File: src/rtl/fwt_pkg.sv
package fwt_pkg;

  typedef enum logic [1:0] {
    ST_IDLE = 2'd0,
    ST_SYNC = 2'd1,
    ST_GAP  = 2'd2,
    ST_DATA = 2'd3
  } tx_state_e;

  // Cycle (1 = first cycle after the start edge) in which ready first rises.
  function automatic int unsigned first_ready_cycle(input bit framed, input int unsigned gap);
    return framed ? gap + 2 : 1;
  endfunction

  // Number of cycles after a sync pulse during which data-valid must stay high.
  function automatic int unsigned sync_guard(input int unsigned gap);
    return gap + 1;
  endfunction

endpackage

File: src/rtl/fwt_seq.sv
module fwt_seq #(
  parameter int unsigned GAP_CYC = 1
) (
  input  logic                clk,
  input  logic                rst_n,
  input  logic                start_req,
  input  logic                mode_in,
  input  logic                accept,
  input  logic                accept_last,
  output fwt_pkg::tx_state_e  state_q,
  output logic                mode_q
);
  import fwt_pkg::*;

  localparam int unsigned CW = $clog2(GAP_CYC + 1) + 1;
  localparam logic [CW-1:0] GAP_LAST = CW'(GAP_CYC - 1);

  logic [CW-1:0] gap_cnt;

  always_ff @(posedge clk or negedge rst_n) begin
    if (!rst_n) begin
      state_q <= ST_IDLE;
      mode_q  <= 1'b0;
      gap_cnt <= '0;
    end else begin
      case (state_q)
        ST_IDLE: begin
          if (start_req) begin
            mode_q  <= mode_in;
            state_q <= mode_in ? ST_SYNC : ST_DATA;
          end
        end
        ST_SYNC: begin
          gap_cnt <= '0;
          state_q <= ST_GAP;
        end
        ST_GAP: begin
          if (gap_cnt == GAP_LAST) state_q <= ST_DATA;
          else                     gap_cnt <= gap_cnt + 1'b1;
        end
        default: begin
          if (accept && accept_last) state_q <= ST_IDLE;
        end
      endcase
    end
  end

endmodule

File: src/rtl/fwt_outreg.sv
module fwt_outreg #(
  parameter int unsigned DATA_W = 32
) (
  input  logic              clk,
  input  logic              rst_n,
  input  logic              take,
  input  logic [DATA_W-1:0] word_in,
  output logic [DATA_W-1:0] bus_word,
  output logic              dv_n
);

  always_ff @(posedge clk or negedge rst_n) begin
    if (!rst_n) begin
      bus_word <= '0;
      dv_n     <= 1'b1;
    end else begin
      dv_n <= ~take;
      if (take) bus_word <= word_in;
    end
  end

endmodule

File: src/rtl/framed_word_tx.sv
module framed_word_tx #(
  parameter int unsigned DATA_W  = 32,
  parameter int unsigned GAP_CYC = 1
) (
  input  logic              clk,
  input  logic              rst_n,
  input  logic              frame_mode,
  input  logic              tx_start,
  input  logic              s_valid,
  output logic              s_ready,
  input  logic [DATA_W-1:0] s_data,
  input  logic              s_last,
  output logic [DATA_W-1:0] bus_data,
  output logic              bus_dv_n,
  output logic              bus_sync_n
);
  import fwt_pkg::*;

  tx_state_e state_w;
  logic      mode_q_w;
  logic      sync_phase_w;
  logic      data_phase_w;
  logic      busy_w;
  logic      accept_w;

  fwt_seq #(.GAP_CYC(GAP_CYC)) u_seq (
    .clk         (clk),
    .rst_n       (rst_n),
    .start_req   (tx_start),
    .mode_in     (frame_mode),
    .accept      (accept_w),
    .accept_last (s_last),
    .state_q     (state_w),
    .mode_q      (mode_q_w)
  );

  assign sync_phase_w = (state_w == ST_SYNC);
  assign data_phase_w = (state_w == ST_DATA);
  assign busy_w       = (state_w != ST_IDLE);
  assign accept_w     = s_valid && data_phase_w;

  assign s_ready    = data_phase_w;
  assign bus_sync_n = ~sync_phase_w;

  fwt_outreg #(.DATA_W(DATA_W)) u_out (
    .clk      (clk),
    .rst_n    (rst_n),
    .take     (accept_w),
    .word_in  (s_data),
    .bus_word (bus_data),
    .dv_n     (bus_dv_n)
  );

endmodule

File: config.mk
export PLATFORM = sky130hd
export DESIGN_NAME = framed_word_tx
export DESIGN_NICKNAME = d
export VERILOG_FILES = /design/src/rtl/fwt_pkg.sv /design/src/rtl/fwt_seq.sv /design/src/rtl/fwt_outreg.sv /design/src/rtl/framed_word_tx.sv
export SDC_FILE = /design/constraint.sdc
export NUM_CORES = 1
export LEC_CHECK = 0
export BUFFER_PORTS_ARGS = -buffer_cell sky130_fd_sc_hd__buf_2
export CELL_PAD_IN_SITES_DETAIL_PLACEMENT = 0
export CELL_PAD_IN_SITES_GLOBAL_PLACEMENT = 1
export CORE_MARGIN = 10
export CORE_UTILIZATION = 38
export DETAILED_ROUTE_END_ITERATION = 6
export PLACE_DENSITY = 0.88
export SLEW_MARGIN = 10
export SYNTH_ARGS = -nofsm -noshare
export SYNTH_HDL_FRONTEND = slang
export SYNTH_SLANG_ARGS = --single-unit
File: constraint.sdc
create_clock -name clk -period 4.3 [get_ports clk]
set_clock_uncertainty 0.15 [all_clocks]
set_input_delay 0.645 -clock clk [delete_from_list [all_inputs] [get_ports clk]]
set_output_delay 0.645 -clock clk [all_outputs]
set_load 0.02 [all_outputs]
; ---- After elaboration in Yosys (flattened, before gate mapping)
; Index checks and enable logic that the tools add are counted.
[word_totals]
reg_bits = 37
input_bits = 38
out_inout_bits = 35
elab_cells = 28
[op_classes]
addsub = 1
eq_ne = 6
muxes = 7
bitwise = 2
reduce_logical = 8
[op_table]
columns = op, count
row1 = $mux 2, 5
row2 = $pmux 2 s3, 1
row3 = $eq 2x2->1 const B, 2
row4 = $logic_not 2->1, 2
row5 = $ne 2x2->1 const B, 2
row6 = $pmux 2 s2, 1
row7 = $reduce_bool 4->1, 1
row8 = $reduce_and 3->1, 1
row9 = $add 2x1->2 const B, 1
row10 = $eq 2x1->1 const B, 1
row11 = $logic_and 1x1->1, 2
row12 = $ne 2x1->1 const B, 1
row13 = $not 1->1, 2
row14 = $reduce_and 2->1, 1
row15 = $reduce_bool 2->1, 1

; ---- Longest topological paths before layout
[depth]
word_depth = 5
depth_mapped = 5
ltp_nobuf = 5

; ---- Hierarchy
; From an unflattened synthesis, not the netlist that was laid out.
[hier_totals]
hier_cells = 104
area_unflattened_um2 = 1739.2
[by_module_without_submodules]
columns = mod, n_inst, cells_per_inst, area_per_inst_um2, seq_area_each_um2
row1 = fwt_outreg, 1, 70, 1371.3, 827.0
row2 = fwt_seq, 1, 31, 347.8, 125.1
row3 = framed_word_tx, 1, 3, 20.0, 0.0

; ---- Least setup slack after synthesis
; No wires, ideal clock.
[synth_timing]
kind = reg2reg
from = reg u_seq.state_q[0]
to = reg u_out.bus_word[10]
setup_time_ns = 0.125
arrival_time_ns = 1.346
required_time_ns = 4.025
path_slack_ns = 2.679
stages_incl_launch_ff = 5
n_path_buf = 1
period_less_slack_ns = 1.621
cell_sequence = dfrtp_1 -> ha_1 -> nand2_2 -> buf_6 -> mux2_2
[synth_via]
elab_chain_len = 2
[synth_lines]
columns = item, line
row1 = from (decl), fwt_seq.sv:10  ; output fwt_pkg::tx_state_e state_q,
row2 = from (signal assigned), fwt_seq.sv:30  ; state_q <= mode_in ? ST_SYNC : ST_DATA;
row3 = $eq 2x2->1, framed_word_tx.sv:38  ; assign data_phase_w = (state_w == ST_DATA);
row4 = net s_ready, framed_word_tx.sv:10  ; output logic s_ready,
row5 = $logic_and 1x1->1, framed_word_tx.sv:40  ; assign accept_w = s_valid && data_phase_w;
row6 = to (signal assigned), fwt_outreg.sv:18  ; if (take) bus_word <= word_in;
row7 = to (decl), fwt_outreg.sv:8  ; output logic [DATA_W-1:0] bus_word,
; The timed path passes the listed nets, and every way through them passes these cells.
; A chain may end at the register's enable or synchronous reset.

; ---- Final worst setup path
[layout_timing]
from = reg u_seq.state_q[1]
to = out bus_sync_n
[layout_via]
elab_chain_len = 2
[layout_lines]
columns = item, line
row1 = $eq 2x1->1, framed_word_tx.sv:37  ; assign sync_phase_w = (state_w == ST_SYNC);
row2 = $not 1->1, framed_word_tx.sv:43  ; assign bus_sync_n = ~sync_phase_w;
row3 = to (decl), framed_word_tx.sv:15  ; output logic bus_sync_n
; No other way between the ends.

==> results by group <==
Outcome
  – Status: finished, final reports clean

Worst setup path
  – CP max-delay cell: dfrtp_1
  – R2r endpoint: u_out.bus_word[7]$_DFFE_PN0N_
  – Critical path launch point type: flop
  – Family with the most delay on the worst path: flip-flops
  – Critical R2R Launch: u_seq.state_q[0]$_DFFE_PN0P_
  – Cell mode on critical path: inv_1
  – Worst setup path class: flop to output pin
  – Crit path capture type: output pin
  – Critical path depth: 4
  – Buffer and inverter count on the worst path: 3
  – Cell Chain, Critical Path: inv_1 > ha_1 > inv_1 > buf_2
  – Worst R2R Path Depth: 3
  – Worst EP required: 3500 ps
  – Arrival time at the worst endpoint: 1200 ps
  – R2R setup slack: 2380 ps
  – Worst Path Max Fanout: 4
  – Worst path max stage delay: 410 ps

Synthesis
  – Mux cell area share after synthesis: about a quarter
  – Yosys warns: 0
  – Largest family of logic cells by synthesized area: multiplexers
  – Seq cells post-synth: 37
  – Count of cell types in the netlist: 18
  – Synth area leader: dfrtp_1
  – Sequential area share after synthesis: about three fifths
  – Simple-Gate Fraction of Synth Area: 2.451%
  – Synthesized area: 1531 sq um
  – Post-synthesis net count: around 140
  – Compound-Gate Fraction of Synth Area: 3.595%
  – Synth top area cells: dfrtp_1 59%, mux2_2 24%, ha_1 4.9%
  – Post-Synth XOR/XNOR Area: 0%
  – Mapped Avg Cell Area: 15.47 sq um
  – Yosys top cell area share: 58.82%
  – Synth Area in Adders: 4.902%
  – Cell count after synthesis: 99

Clock tree
  – Hold_buf cts: 0
  – CTS tree: built
  – Clock Latency Late Sink: 280 ps
  – Resized Gates After CTS: 0
  – Htree depth: 2
  – CTS root buf: clkbuf_8
  – Num CTS Buffers: 5
  – CTS clk-pin slew, worst paths: 70 ps
  – CTS sink cnt: 37
  – Max Root-Sink Buffers: 2
  – Post-CTS Setup Bufs: 0

Final layout
  – Commonest cells after routing, fill and taps aside: 72 x buf_2, 36 x dfrtp_1, 32 x mux2_2
  – ANT cells: 0
  – Commonest non-fill, non-tap cell in the layout: buf_2
  – P&R area growth vs syn: 31.05%
  – FILL cells: roughly 350
  – Fraction of layout instances using a drive strength above 1: 65.91%
  – Fin nets: 219
  – Post-layout instance area: 2007 sq um

STA
  – Final worst-path cycle share: 46.49%
  – Worst Setup Slack, final: 2301 ps
  – Worst slew margin: 47.56%
  – Worst-Margin Slew: just under 800 ps
  – FMAX: ~500 MHz
  – Min Tclk post-route: 1999 ps
  – RSZ-0062 raised after global routing: no
  – Final Max Slew Viols: 0
  – Finish-stage setup viols: 0
  – Worst hold slack: 293.2 ps
  – Setup_tns: 0 ps
  – Hold Fails Final Rpt: 0

Die
  – Top Ports: 73
  – Rows: 23
  – Die Ht: 83.49 um
  – Die X-Extent: around 83 um
  – Starting density of the core: 38.84%
  – Die area: 6970 sq um
  – Core area: between 3000 and 4000 sq um

Placement
  – Dpl ws: 2263 ps
  – Cell Area, Placed: 1921 sq um
  – PortBufs: 72
  – RePlAce Congestion: 0.8266
  – Hpwl dp: 2859 um

Routing
  – DR pass1 iterations: 4
  – DR WL/cell: 15.94 um
  – Vias per inst: 4.624
  – Antenna viol nets, final: 0
  – Wirelength, routed: 3603 um
  – 1st-iter DRT viols: 31
  – Vias: 1045
  – Drc violations: 0

Global routing
  – Initial antenna violation count: 0
  – Pin count of the biggest net entering global routing: 38
  – Vias in the first global route: between 1000 and 1500
  – Gr ovfl total: 0
  – Total GRT Usage: 10.22%
  – First-pass GRT wire length: about 5700 um

Power and ir drop
  – Power density cells: about 790 nW/um^2
  – Leakage power: 1.019 nW
  – VDD IR max: ~340 uV

Run
  – Maxcap violations: 0

Hold path
  – Hold crit path type: input pin to asynchronous set/reset pin
==> layer usage <==
metal  wire [um]  vias to the layer above  global-route usage, %
li1            -                      491                      -
met1        1341                      515                  9.444
met2        1997                       37                  19.03
met3         223                        2                  4.199
met4          41                        0                  4.566
met5           0                        -                      0
==> sequential cells by signal, indices dropped and copies added (netlist names) <==
name            flops
u_out.dv_n          1
u_seq.state_q       2
u_out.bus_word     32
u_seq.gap_cnt       2
==> kinds of logic after synthesis <==
kind of cell               Yosys count
muxes                               34
buffers and inverters                9
and+or+nand+nor                      7
AOI/OAI and AO/OA                    6
DFF                                 37
adders and majority gates            6
==> synthesized netlist by cell type <==
cell type  instances
dfrtp_1           36
buf_6              3
a221oi_2           1
dfstp_2            1
o21bai_1           2
nand3_1            1
a32o_1             1
inv_1              6
mux2i_1            2
a21bo_2            1
nand2_1            2
ha_1               6
mux2_2            32
nor3_1             1
o21ai_0            1
and2b_1            1
nor2b_1            1
nand2_2            1
==> report_power, final <==
| group | switching (mW) | total [mW] | leakage (nW) | internal (mW) |
|---|---|---|---|---|
| Sequential | 0.0814 | 0.598 | 0.443 | 0.517 |
| Combinational | 0.429 | 0.760 | 0.532 | 0.331 |
| Clock | 0.118 | 0.229 | 0.0439 | 0.112 |
| Total | 0.628 | 1.59 | 1.02 | 0.959 |
==> metrics by stage <==
step | total power [mW] | instances | util, %
global route | 1.691 | 226 | 50.90
finish | 1.588 | 226 | 50.90
floorplan | 1.122 | 99 | -
detailed placement | 1.382 | 218 | 48.71
CTS | 1.619 | 226 | 50.90
global placement | 1.344 | 218 | 48.71
==> worst max-delay path by stage <==
| stage | from | endpoint | slack (ps) |
|---|---|---|---|
| final | u_seq.state_q[1]$_DFFE_PN0P_ | bus_sync_n | 2300 |
| after global routing | u_seq.state_q[1]$_DFFE_PN0P_ | bus_sync_n | 2240 |
| after CTS | u_seq.state_q[1]$_DFFE_PN0P_ | bus_sync_n | 2290 |
| after detailed placement | s_valid | u_out.bus_word[29]$_DFFE_PN0N_ | 2260 |
| after global placement | s_valid | u_out.bus_word[5]$_DFFE_PN0N_ | 2330 |
| after floorplan | u_seq.state_q[0]$_DFFE_PN0P_ | u_out.bus_word[10]$_DFFE_PN0N_ | 2680 |
==> final cells by class <==
class	instances	area, sq um	share of cell area (%)
Clock buffer	5	68.82	3.429
Clock inverter	3	17.52	0.8728
Inverter	6	22.52	1.122
Multi-Input combinational cell	53	548.0	27.31
Sequential cell	37	927.1	46.20
Tap cell	50	62.56	3.117
Timing Repair Buffer	72	360.3	17.96
Power figures use the tool's default switching activity.
